## src/rtl/pit_pkg.sv

```systemverilog
package pit_pkg;

   typedef struct packed {
      logic irq;
      logic per;
   } pit_flags_t;

   // Shift amount for a rate code after aliasing of the two fastest codes.
   function automatic int unsigned pit_shift(input int unsigned code,
                                             input bit alias_en);
      if (alias_en && code == 1) return 7;
      if (alias_en && code == 2) return 8;
      if (code == 0) return 0;
      return code - 1;
   endfunction

endpackage

```

## src/rtl/pit_rate_dec.sv

```systemverilog
module pit_rate_dec #(
   parameter int unsigned CODE_W   = 4,
   parameter int unsigned SHIFT_W  = 4,
   parameter bit          ALIAS_EN = 1'b1
) (
   input  logic [CODE_W-1:0]  code,
   output logic               active,
   output logic [SHIFT_W-1:0] shift
);
   localparam int unsigned NCODES = 2**CODE_W;

   if (SHIFT_W < $clog2(NCODES)) begin : g_bad_shift_w
      $error("pit_rate_dec: SHIFT_W too narrow for CODE_W");
   end

   assign active = (code != '0);

   if (ALIAS_EN) begin : g_alias
      always_comb begin
         unique case (code)
            CODE_W'(1): shift = SHIFT_W'(pit_pkg::pit_shift(1, 1'b1));
            CODE_W'(2): shift = SHIFT_W'(pit_pkg::pit_shift(2, 1'b1));
            default:    shift = (code == '0) ? '0 : SHIFT_W'(code - CODE_W'(1));
         endcase
      end
   end else begin : g_plain
      assign shift = (code == '0) ? '0 : SHIFT_W'(code - CODE_W'(1));
   end
endmodule

```

## src/rtl/pit_tick_count.sv

```systemverilog
module pit_tick_count #(
   parameter int unsigned CNT_W = 15
) (
   input  logic             clk,
   input  logic             rst_n,
   input  logic             tick,
   output logic [CNT_W-1:0] cnt,
   output logic [CNT_W-1:0] cnt_nxt
);
   localparam logic [CNT_W-1:0] ONE = CNT_W'(1);

   if (CNT_W < 2) begin : g_bad_cnt_w
      $error("pit_tick_count: CNT_W must be at least 2");
   end

   assign cnt_nxt = cnt + ONE;

   always_ff @(posedge clk or negedge rst_n) begin
      if (!rst_n)    cnt <= '0;
      else if (tick) cnt <= cnt_nxt;
   end

   p_hold_r10: assert property (@(posedge clk) disable iff (!rst_n)
      !tick |=> $stable(cnt));
   p_step_r10: assert property (@(posedge clk) disable iff (!rst_n)
      tick |=> (cnt == CNT_W'($past(cnt) + ONE)));
endmodule

```

## src/rtl/pit_edge_det.sv

```systemverilog
module pit_edge_det #(
   parameter int unsigned CNT_W   = 15,
   parameter int unsigned SHIFT_W = 4
) (
   input  logic [CNT_W-1:0]   cnt_nxt,
   input  logic [SHIFT_W-1:0] shift,
   input  logic               active,
   input  logic               pie_en,
   input  logic               tick,
   output logic               hit
);
   logic [CNT_W-1:0] low_mask;

   for (genvar i = 0; i < CNT_W; i++) begin : g_mask
      assign low_mask[i] = (i < int'(shift));
   end

   assign hit = tick && pie_en && active && ((cnt_nxt & low_mask) == '0);
endmodule

```

## src/rtl/pit_flag_reg.sv

```systemverilog
module pit_flag_reg (
   input  logic              clk,
   input  logic              rst_n,
   input  logic              hit,
   input  logic              clr,
   output pit_pkg::pit_flags_t flags
);
   always_ff @(posedge clk or negedge rst_n) begin
      if (!rst_n) begin
         flags <= '0;
      end else if (hit) begin
         flags.per <= 1'b1;
         flags.irq <= 1'b1;
      end else if (clr) begin
         flags <= '0;
      end
   end

   p_set_r2: assert property (@(posedge clk) disable iff (!rst_n)
      hit |=> (flags.per && flags.irq));
   p_clear_r6: assert property (@(posedge clk) disable iff (!rst_n)
      (clr && !hit) |=> (!flags.per && !flags.irq));
   p_hold_r6: assert property (@(posedge clk) disable iff (!rst_n)
      (!clr && !hit) |=> $stable(flags));
endmodule

```

## src/rtl/pit_periodic_irq.sv

```systemverilog
module pit_periodic_irq #(
   parameter int unsigned CNT_W    = 15,
   parameter int unsigned CODE_W   = 4,
   parameter bit          ALIAS_EN = 1'b1
) (
   input  logic              clk,
   input  logic              rst_n,
   input  logic              tick,
   input  logic [CODE_W-1:0] rate_code,
   input  logic              pie_en,
   input  logic              flag_rd,
   output logic              per_flag,
   output logic              irq_flag,
   output logic              irq
);
   localparam int unsigned SHIFT_W   = $clog2(2**CODE_W);
   localparam int unsigned MAX_SHIFT = 2**CODE_W - 2;

   if (CNT_W < MAX_SHIFT) begin : g_bad_width
      $error("pit_periodic_irq: CNT_W cannot hold the longest period");
   end

   logic [CNT_W-1:0]   cnt, cnt_nxt;
   logic [SHIFT_W-1:0] shift;
   logic               active, hit;
   pit_pkg::pit_flags_t flags;

   pit_rate_dec #(.CODE_W(CODE_W), .SHIFT_W(SHIFT_W), .ALIAS_EN(ALIAS_EN)) i_dec (
      .code(rate_code), .active(active), .shift(shift));

   pit_tick_count #(.CNT_W(CNT_W)) i_cnt (
      .clk(clk), .rst_n(rst_n), .tick(tick), .cnt(cnt), .cnt_nxt(cnt_nxt));

   pit_edge_det #(.CNT_W(CNT_W), .SHIFT_W(SHIFT_W)) i_det (
      .cnt_nxt(cnt_nxt), .shift(shift), .active(active), .pie_en(pie_en),
      .tick(tick), .hit(hit));

   pit_flag_reg i_flags (
      .clk(clk), .rst_n(rst_n), .hit(hit), .clr(flag_rd), .flags(flags));

   assign per_flag = flags.per;
   assign irq_flag = flags.irq;
   assign irq      = flags.irq;

   p_no_rate_r4: assert property (@(posedge clk) disable iff (!rst_n)
      (rate_code == '0) |-> !hit);
   p_no_pie_r5: assert property (@(posedge clk) disable iff (!rst_n)
      !pie_en |-> !hit);
   p_tick_only_r10: assert property (@(posedge clk) disable iff (!rst_n)
      !tick |-> !hit);
   p_irq_match_r9: assert property (@(posedge clk) disable iff (!rst_n)
      irq == per_flag);
   p_new_event_r7: assert property (@(posedge clk) disable iff (!rst_n)
      $rose(per_flag) |-> $past(tick));
endmodule

```

## config.mk

```make
export PLATFORM = sky130hd
export DESIGN_NAME = pit_periodic_irq
export DESIGN_NICKNAME = d
export VERILOG_FILES = /design/src/rtl/pit_pkg.sv /design/src/rtl/pit_rate_dec.sv /design/src/rtl/pit_tick_count.sv /design/src/rtl/pit_edge_det.sv /design/src/rtl/pit_flag_reg.sv /design/src/rtl/pit_periodic_irq.sv
export SDC_FILE = /design/constraint.sdc
export NUM_CORES = 1
export LEC_CHECK = 0
export ABC_AREA = 1
export BUFFER_PORTS_ARGS = -buffer_cell sky130_fd_sc_hd__buf_2
export CORE_MARGIN = 3
export CORE_UTILIZATION = 55
export CTS_BUF_LIST = sky130_fd_sc_hd__clkbuf_4 sky130_fd_sc_hd__clkbuf_8
export DETAILED_ROUTE_END_ITERATION = 10
export PLACE_DENSITY = 0.85
export SYNTH_ARGS = -nofsm -noshare
export SYNTH_HDL_FRONTEND = slang
export SYNTH_SLANG_ARGS = --single-unit
```

## constraint.sdc

```tcl
create_clock -name clk -period 1.3 [get_ports clk]
set_input_delay 0.13 -clock clk [delete_from_list [all_inputs] [get_ports clk]]
set_output_delay 0.13 -clock clk [all_outputs]
set_load 0.01 [all_outputs]
```

==> impl_metrics.csv, run 1 <==
group,metric,value,unit
status,outcome,"finished, violations left",
status,violations,"setup timing",
logic_synthesis,avgSynthCellArea,6.46,um^2
critical_path,cp-start-kind,"register",
logic_synthesis,synth_compound_area_share,7.70,%
timing,rsz0062_at_grt,"yes",
logic_synthesis,synthXorXnorAreaFrac,3.64,%
routing,detailroute.via_count,1399,
routing,ant_nets,0,
logic_synthesis,synth.distinct_cells,20,
floorplan,start_util,59.5,%
floorplan,ios,12,
finish,fin_util,76.7,%
routing,first_pass_iters,4,
clock_tree,cts_tree,"built",
finish,drive_gt1_share,32.1,%
logic_synthesis,syn-num-nets,196,
logic_synthesis,synth-simple-area-share,47.0,%
timing,worst_pin_slew,0.368,ns
timing,slew_viol_final,0,
timing,setup-violations-final,4,
logic_synthesis,ys_ff_latch,15,
logic_synthesis,synth_cells,186,
routing,remaining_drc_errors,0,
critical_path,crit_type,"reg -> reg",
finish,final_cell_mix,"58 x nand2_1, 21 x inv_1, 19 x nand3_1",
finish,fillers,155,
pwr,ir_drop,0.00139,V
clock_tree,clk_latency,0.29,ns
pwr,powerDensity,1500,nW/um^2
place,place_congestion,0.823,
finish,fin_nets,226,
routing,wire_per_inst,15.1,um
clock_tree,clkSinkCount,15,
critical_path,end_kind,"register",
timing,post-route-period-util,114,%
global_routing,grt_pass1_vias,1332,
floorplan,die-area,2780,um^2
timing,fmax,0.676,GHz
hold_path,hp-class,"in -> reg",
logic_synthesis,yosys_warnings,0,
clock_tree,cts-root-buf,"clkbuf_4",
clock_tree,clk_pin_slew,0.09,ns
clock_tree,cts_htree_levels,1,
finish,final_cell_area,1550,um^2
place,io_buffers,11,
logic_synthesis,synth_fa_ha_area_share,1.04,%
timing,slew_headroom,75.5,%
logic_synthesis,syn-cell-area,1200,um^2
job,maxCapViolCount,0,
clock_tree,ctsLongestPathBuffers,2,
timing,finalHoldViolCount,0,
routing,via_per_inst,5.78,
global_routing,grt_max_degree,24,
timing,min_period,1.48,ns
finish,stdcell_count,242,
place,placed_cell_area,1350,um^2
timing,clock_skew,0.00377,ns
finish,area_growth,29.0,%
logic_synthesis,synth_top_family_by_area,"simple AND/OR/NAND/NOR gates",
timing,finalWorstSetupSlack,-0.180,ns
routing,drt_wl_total,3650,um
finish,mostFrequentLayoutCell,"nand2_1",
global_routing,gr-total-overflow,0,
floorplan,core_area,2020,um^2
finish,num_antenna_cells,0,
logic_synthesis,muxShareOfSynthArea,0,%
critical_path,crit_required,1.53,ns
global_routing,antenna_found_initial,0,
routing,first_iter_violations,88,
pwr,p_leak,0.774,nW
global_routing,grtUsageTotal,29.8,%
place,dp_hpwl,2360,um
floorplan,dieHeight,52.8,um
place,placed_cells,230,
floorplan,dieWidth,52.8,um
critical_path,crit_arrival,1.71,ns
critical_path,critPathMaxFanout,5,
timing,tns,-0.340,ns
clock_tree,cts_made_buffers,3,
logic_synthesis,seq_area_frac_synth,31.2,%
global_routing,grt_pass1_wl,6000,um
floorplan,fp-row-count,16,
synth_stat cells (all sizes together):
cell type	number	area, um^2
xor2	5	43.8
nor3	1	5.00
o211ai	1	7.51
inv	22	82.6
a21oi	2	10.0
ha	1	12.5
nand2	66	260
clkbuf	2	7.51
buf	3	22.5
o21ai	15	75.1
nor2	21	119
nand4	5	31.3
nand3	27	150
dfrtp	15	375
final cells by class:
cell class              instances  area, um^2  share of cell area (%)
multi-input cells             144         817                    52.7
clock buffers                   4        30.0                    1.94
flip-flops and latches         15         380                    24.5
inverters                      22        82.6                    5.32
repair buffers                 30         208                    13.4
well taps                      27        33.8                    2.18
cell families after synthesis:
kind of cell    after synthesis
fa+ha+maj                     1
compound gates               18
xor+xnor                      5
simple gates                120
flops                        15
buf+inv                      27
per-stage QoR:
| step | setup WS [ns] | total power, W | hold slack, ns |
|---|---|---|---|
| 5_1_grt | -0.319 | 0.00250 | 0.0860 |
| 3_3_place_gp | -0.146 | 0.00160 | 0.0525 |
| 4_1_cts | -0.186 | 0.00220 | 0.0509 |
| 3_5_place_dp | -0.197 | 0.00164 | 0.0592 |
| 6_report | -0.180 | 0.00233 | 0.0585 |
| 2_1_floorplan | -0.0683 | 0.00125 | -0.166 |
sequential cells by signal, summed over array words and instances (netlist names):
register,count
i_cnt.cnt,14
i_flags.flags,1
routing by layer:
metal / global-route usage (%) / vias up / share of wire [%]
met5: 0 / - / 0
li1: - / 649 / -
met4: 12.3 / 0 / 4.7
met3: 8.26 / 22 / 8.6
met2: 51.7 / 84 / 51
met1: 34.0 / 644 / 36
critical path, cell delays in order (launching register included):
cell and delay, ns:
dfrtp_2 0.43, ha_4 0.17, nand2_4 0.06, nor2_4 0.16, nand4_1 0.17, nand3_1 0.13
nand3_2 0.11, nand2_1 0.07, nand3_1 0.06, nand2_1 0.06
worst paths after layout:
path / from / to / slack [ns] / cells after the start
hold / removal: flag_rd / i_flags.flags[0] / 0.06 / 4
setup reg to reg: i_cnt.cnt[1] / i_flags.flags[0] / -0.18 / 9
max in group asynchronous: rst_n / i_cnt.cnt[4] / 0.74 / 2
hold reg to reg: i_flags.flags[0] / i_flags.flags[0] / 0.52 / 2
setup / recovery: i_cnt.cnt[1] / i_flags.flags[0] / -0.18 / 9
min in group asynchronous: rst_n / i_cnt.cnt[11] / 0.27 / 2
where the power goes:
part	switching [W]	total, W	internal (W)
clock network	0.000162	0.000302	0.000140
registers	0.000183	0.000791	0.000608
logic	0.000639	0.00124	0.000602
timing repair:
action,in CTS,in global routing
pin swaps,13,11
resized for setup,17,12
gates cloned,0,0
endpoints found under the setup margin,6,13
hold buffers,1,0
hold endpoints to repair,15,0
buffers inserted,6,2
Note: power is estimated with default switching activity, not from simulation.
==> inputs of run 2 (changes only) <==
--- a/config.mk
+++ b/config.mk
@@ -8,10 +8,10 @@
 export ABC_AREA = 1
 export BUFFER_PORTS_ARGS = -buffer_cell sky130_fd_sc_hd__buf_2
 export CORE_MARGIN = 3
-export CORE_UTILIZATION = 55
+export CORE_UTILIZATION = 60
 export CTS_BUF_LIST = sky130_fd_sc_hd__clkbuf_4 sky130_fd_sc_hd__clkbuf_8
 export DETAILED_ROUTE_END_ITERATION = 10
-export PLACE_DENSITY = 0.85
+export PLACE_DENSITY_LB_ADDON = 0.12
 export SYNTH_ARGS = -nofsm -noshare
 export SYNTH_HDL_FRONTEND = slang
 export SYNTH_SLANG_ARGS = --single-unit
==> constraint.sdc (replaced) <==
create_clock -name clk -period 1.65 [get_ports clk]
set_input_delay 0.165 -clock clk [delete_from_list [all_inputs] [get_ports clk]]
set_output_delay 0.165 -clock clk [all_outputs]
set_load 0.01 [all_outputs]
==> run 2 against run 1 <==
Compared with the run above: cell area decreased by 15%; die area decreased by 7.4%; critical path type unchanged; highest routed layer unchanged; combinational power decreased by 53%; the flow now finishes without violations.
==> impl_metrics.csv, run 2 (synthesis results as in run 1) <==
group,metric,value,unit
status,outcome,"complete, no violations",
pwr,p_int,0.000786,W
critical_path,r2r-end,"i_flags.flags[0]",
critical_path,r2r_cells,10,
finish,drive_gt1_share,18.0,%
clock_tree,ctsLongestPathBuffers,2,
global_routing,gr-total-overflow,0,
timing,slew_viol_final,0,
routing,first_pass_iters,4,
critical_path,path_common_cell,"nand3_1",
floorplan,dieWidth,50.8,um
clock_tree,cts_tree,"built",
pwr,powerDensity,1060,nW/um^2
routing,remaining_drc_errors,0,
timing,rsz0062_at_grt,"no",
place,place_congestion,0.892,
hold_path,holdPathEnd,"i_flags.flags[0]",
critical_path,end_kind,"register",
hold_path,hold_start,"flag_rd",
pwr,p_switching,0.000615,W
finish,num_antenna_cells,0,
clock_tree,clk_pin_slew,0.09,ns
timing,setup-violations-final,0,
critical_path,reg2reg_from,"i_cnt.cnt[0]",
floorplan,start_util,66.7,%
floorplan,ios,12,
routing,ant_nets,0,
critical_path,cp-start-kind,"register",
global_routing,grt_pass1_wl,4860,um
timing,fmax,0.659,GHz
critical_path,slowest_stage,"dfrtp_1",
hold_path,holdPathStages,4,
timing,post-route-period-util,92.0,%
place,placed_cells,218,
timing,slew_headroom,77.1,%
timing,finalHoldViolCount,0,
pwr,pwr-share-seq,42.2,%
pwr,pwr-share-clk,16.3,%
routing,drt_wl_total,2840,um
finish,fillers,151,
routing,wire_per_inst,12.6,um
pwr,p_sw_share,43.9,%
routing,detailroute.via_count,1247,
clock_tree,cts_made_buffers,3,
place,io_buffers,11,
timing,clock_skew,0.0147,ns
hold_path,hp-class,"in -> reg",
finish,register_area,375,um^2
clock_tree,clk_latency,0.30,ns
critical_path,critPathMaxFanout,5,
global_routing,grt_max_degree,24,
timing,min_period,1.52,ns
routing,via_per_inst,5.54,
timing,tns,0,ns
job,maxCapViolCount,0,
global_routing,grt_pass1_vias,1161,
critical_path,reg2reg_slack,0.13,ns
finish,area_growth,10.1,%
pwr,p_comb_share,41.6,%
place,dp_hpwl,2210,um
clock_tree,cts-root-buf,"clkbuf_4",
finish,stdcell_count,225,
floorplan,fp-row-count,15,
pwr,ir_drop,0.000759,V
routing,first_iter_violations,39,
critical_path,cp_cell_sequence,"ha_2 -> nand2_2 -> nor2_4 -> nand3_1 -> nand2_1 -> nand3_1 -> nand3_1 -> nand2_1 -> nand3_1 -> nand2_1",
timing,worst_pin_slew,0.343,ns
clock_tree,cts_htree_levels,1,
critical_path,slowest_delay,0.40,ns
clock_tree,clkSinkCount,15,
finish,mostFrequentLayoutCell,"nand2_1",
global_routing,grtUsageTotal,25.1,%
finish,multi_input_area,717,um^2
finish,largest_reg_flops,14,
critical_path,crit_type,"reg -> reg",
global_routing,antenna_found_initial,0,
floorplan,dieHeight,50.8,um
floorplan,core_area,1800,um^2
critical_path,crit_required,1.84,ns
finish,reg_top3,"i_cnt.cnt x14, i_flags.flags x1",
pwr,p_leak,0.666,nW
floorplan,die-area,2580,um^2
finish,final_cell_mix,"61 x nand2_1, 24 x nand3_1, 21 x inv_1",
finish,fin_nets,211,
finish,regMostFlops,"i_cnt.cnt",
critical_path,crit_arrival,1.71,ns
run 2: area by class of cell:
cell class,count,area share (%)
sequential,15,28.4
inverter,22,6.24
clock inverter,1,0.567
clock buffer,3,1.70
tap,25,2.36
multi-input combinational,144,54.2
timing repair buffer,15,6.62
run 2: worst max path at each step:
stage                      start          endpoint  slack [ns]  cells past startpoint
floorplan           i_cnt.cnt[0]  i_flags.flags[0]        0.28                      9
global placement    i_cnt.cnt[0]  i_flags.flags[0]        0.14                      9
detailed placement  i_cnt.cnt[0]  i_flags.flags[0]        0.06                      9
CTS                 i_cnt.cnt[0]  i_flags.flags[0]        0.05                     10
global route        i_cnt.cnt[0]  i_flags.flags[0]       0.001                     10
finish              i_cnt.cnt[0]  i_flags.flags[0]        0.13                     10
run 2: metal layers:
metal  vias to the layer above  part of all wire, %  track usage [%]  routed length, um
met4                         0                  4.5             13.5                129
met5                         -                    0                0                  0
met2                        42                   47             42.4               1340
met1                       564                   43             29.7               1230
met3                        15                  4.8             4.75                135
li1                        626                    -                -                  -
run 2: critical path: cells and delay by family (launching register included):
family                   cells  cell delay (ns)
flip-flops                   1             0.40
AND/OR/NAND/NOR              9             0.81
adder cells (fa/ha/maj)      1             0.21
run 2: repair_timing:
| item | CTS | global route |
|---|---|---|
| hold buffers | 1 | 0 |
| buffers inserted | 0 | 2 |
| endpoints found under the hold margin | 15 | 0 |
| setup endpoints to repair | 0 | 1 |
| resized for setup | 0 | 1 |
run 2: per-stage QoR:
stage          total power [W]  worst slack (ns)  hold slack [ns]  utilization, %  cell area [um^2]
6_report               0.00140             0.132           0.0950            73.5              1320
3_5_place_dp           0.00113            0.0624           0.0864            70.3              1270
3_3_place_gp           0.00110             0.139           0.0876            70.3              1270
5_1_grt                0.00152           0.00133            0.152            73.5              1320
2_1_floorplan         0.000984             0.277           -0.131               -              1200
4_1_cts                0.00136            0.0491           0.0920            72.5              1310
run 2: power by group through the flow:
| stage | combinational (W) | sequential, W | clock [W] |
|---|---|---|---|
| floorplan | 0.000411 | 0.000573 | 0 |
| global placement | 0.000510 | 0.000591 | 0 |
| detailed placement | 0.000532 | 0.000596 | 0 |
| CTS | 0.000537 | 0.000593 | 0.000230 |
| global route | 0.000670 | 0.000607 | 0.000243 |
| finish | 0.000582 | 0.000591 | 0.000228 |
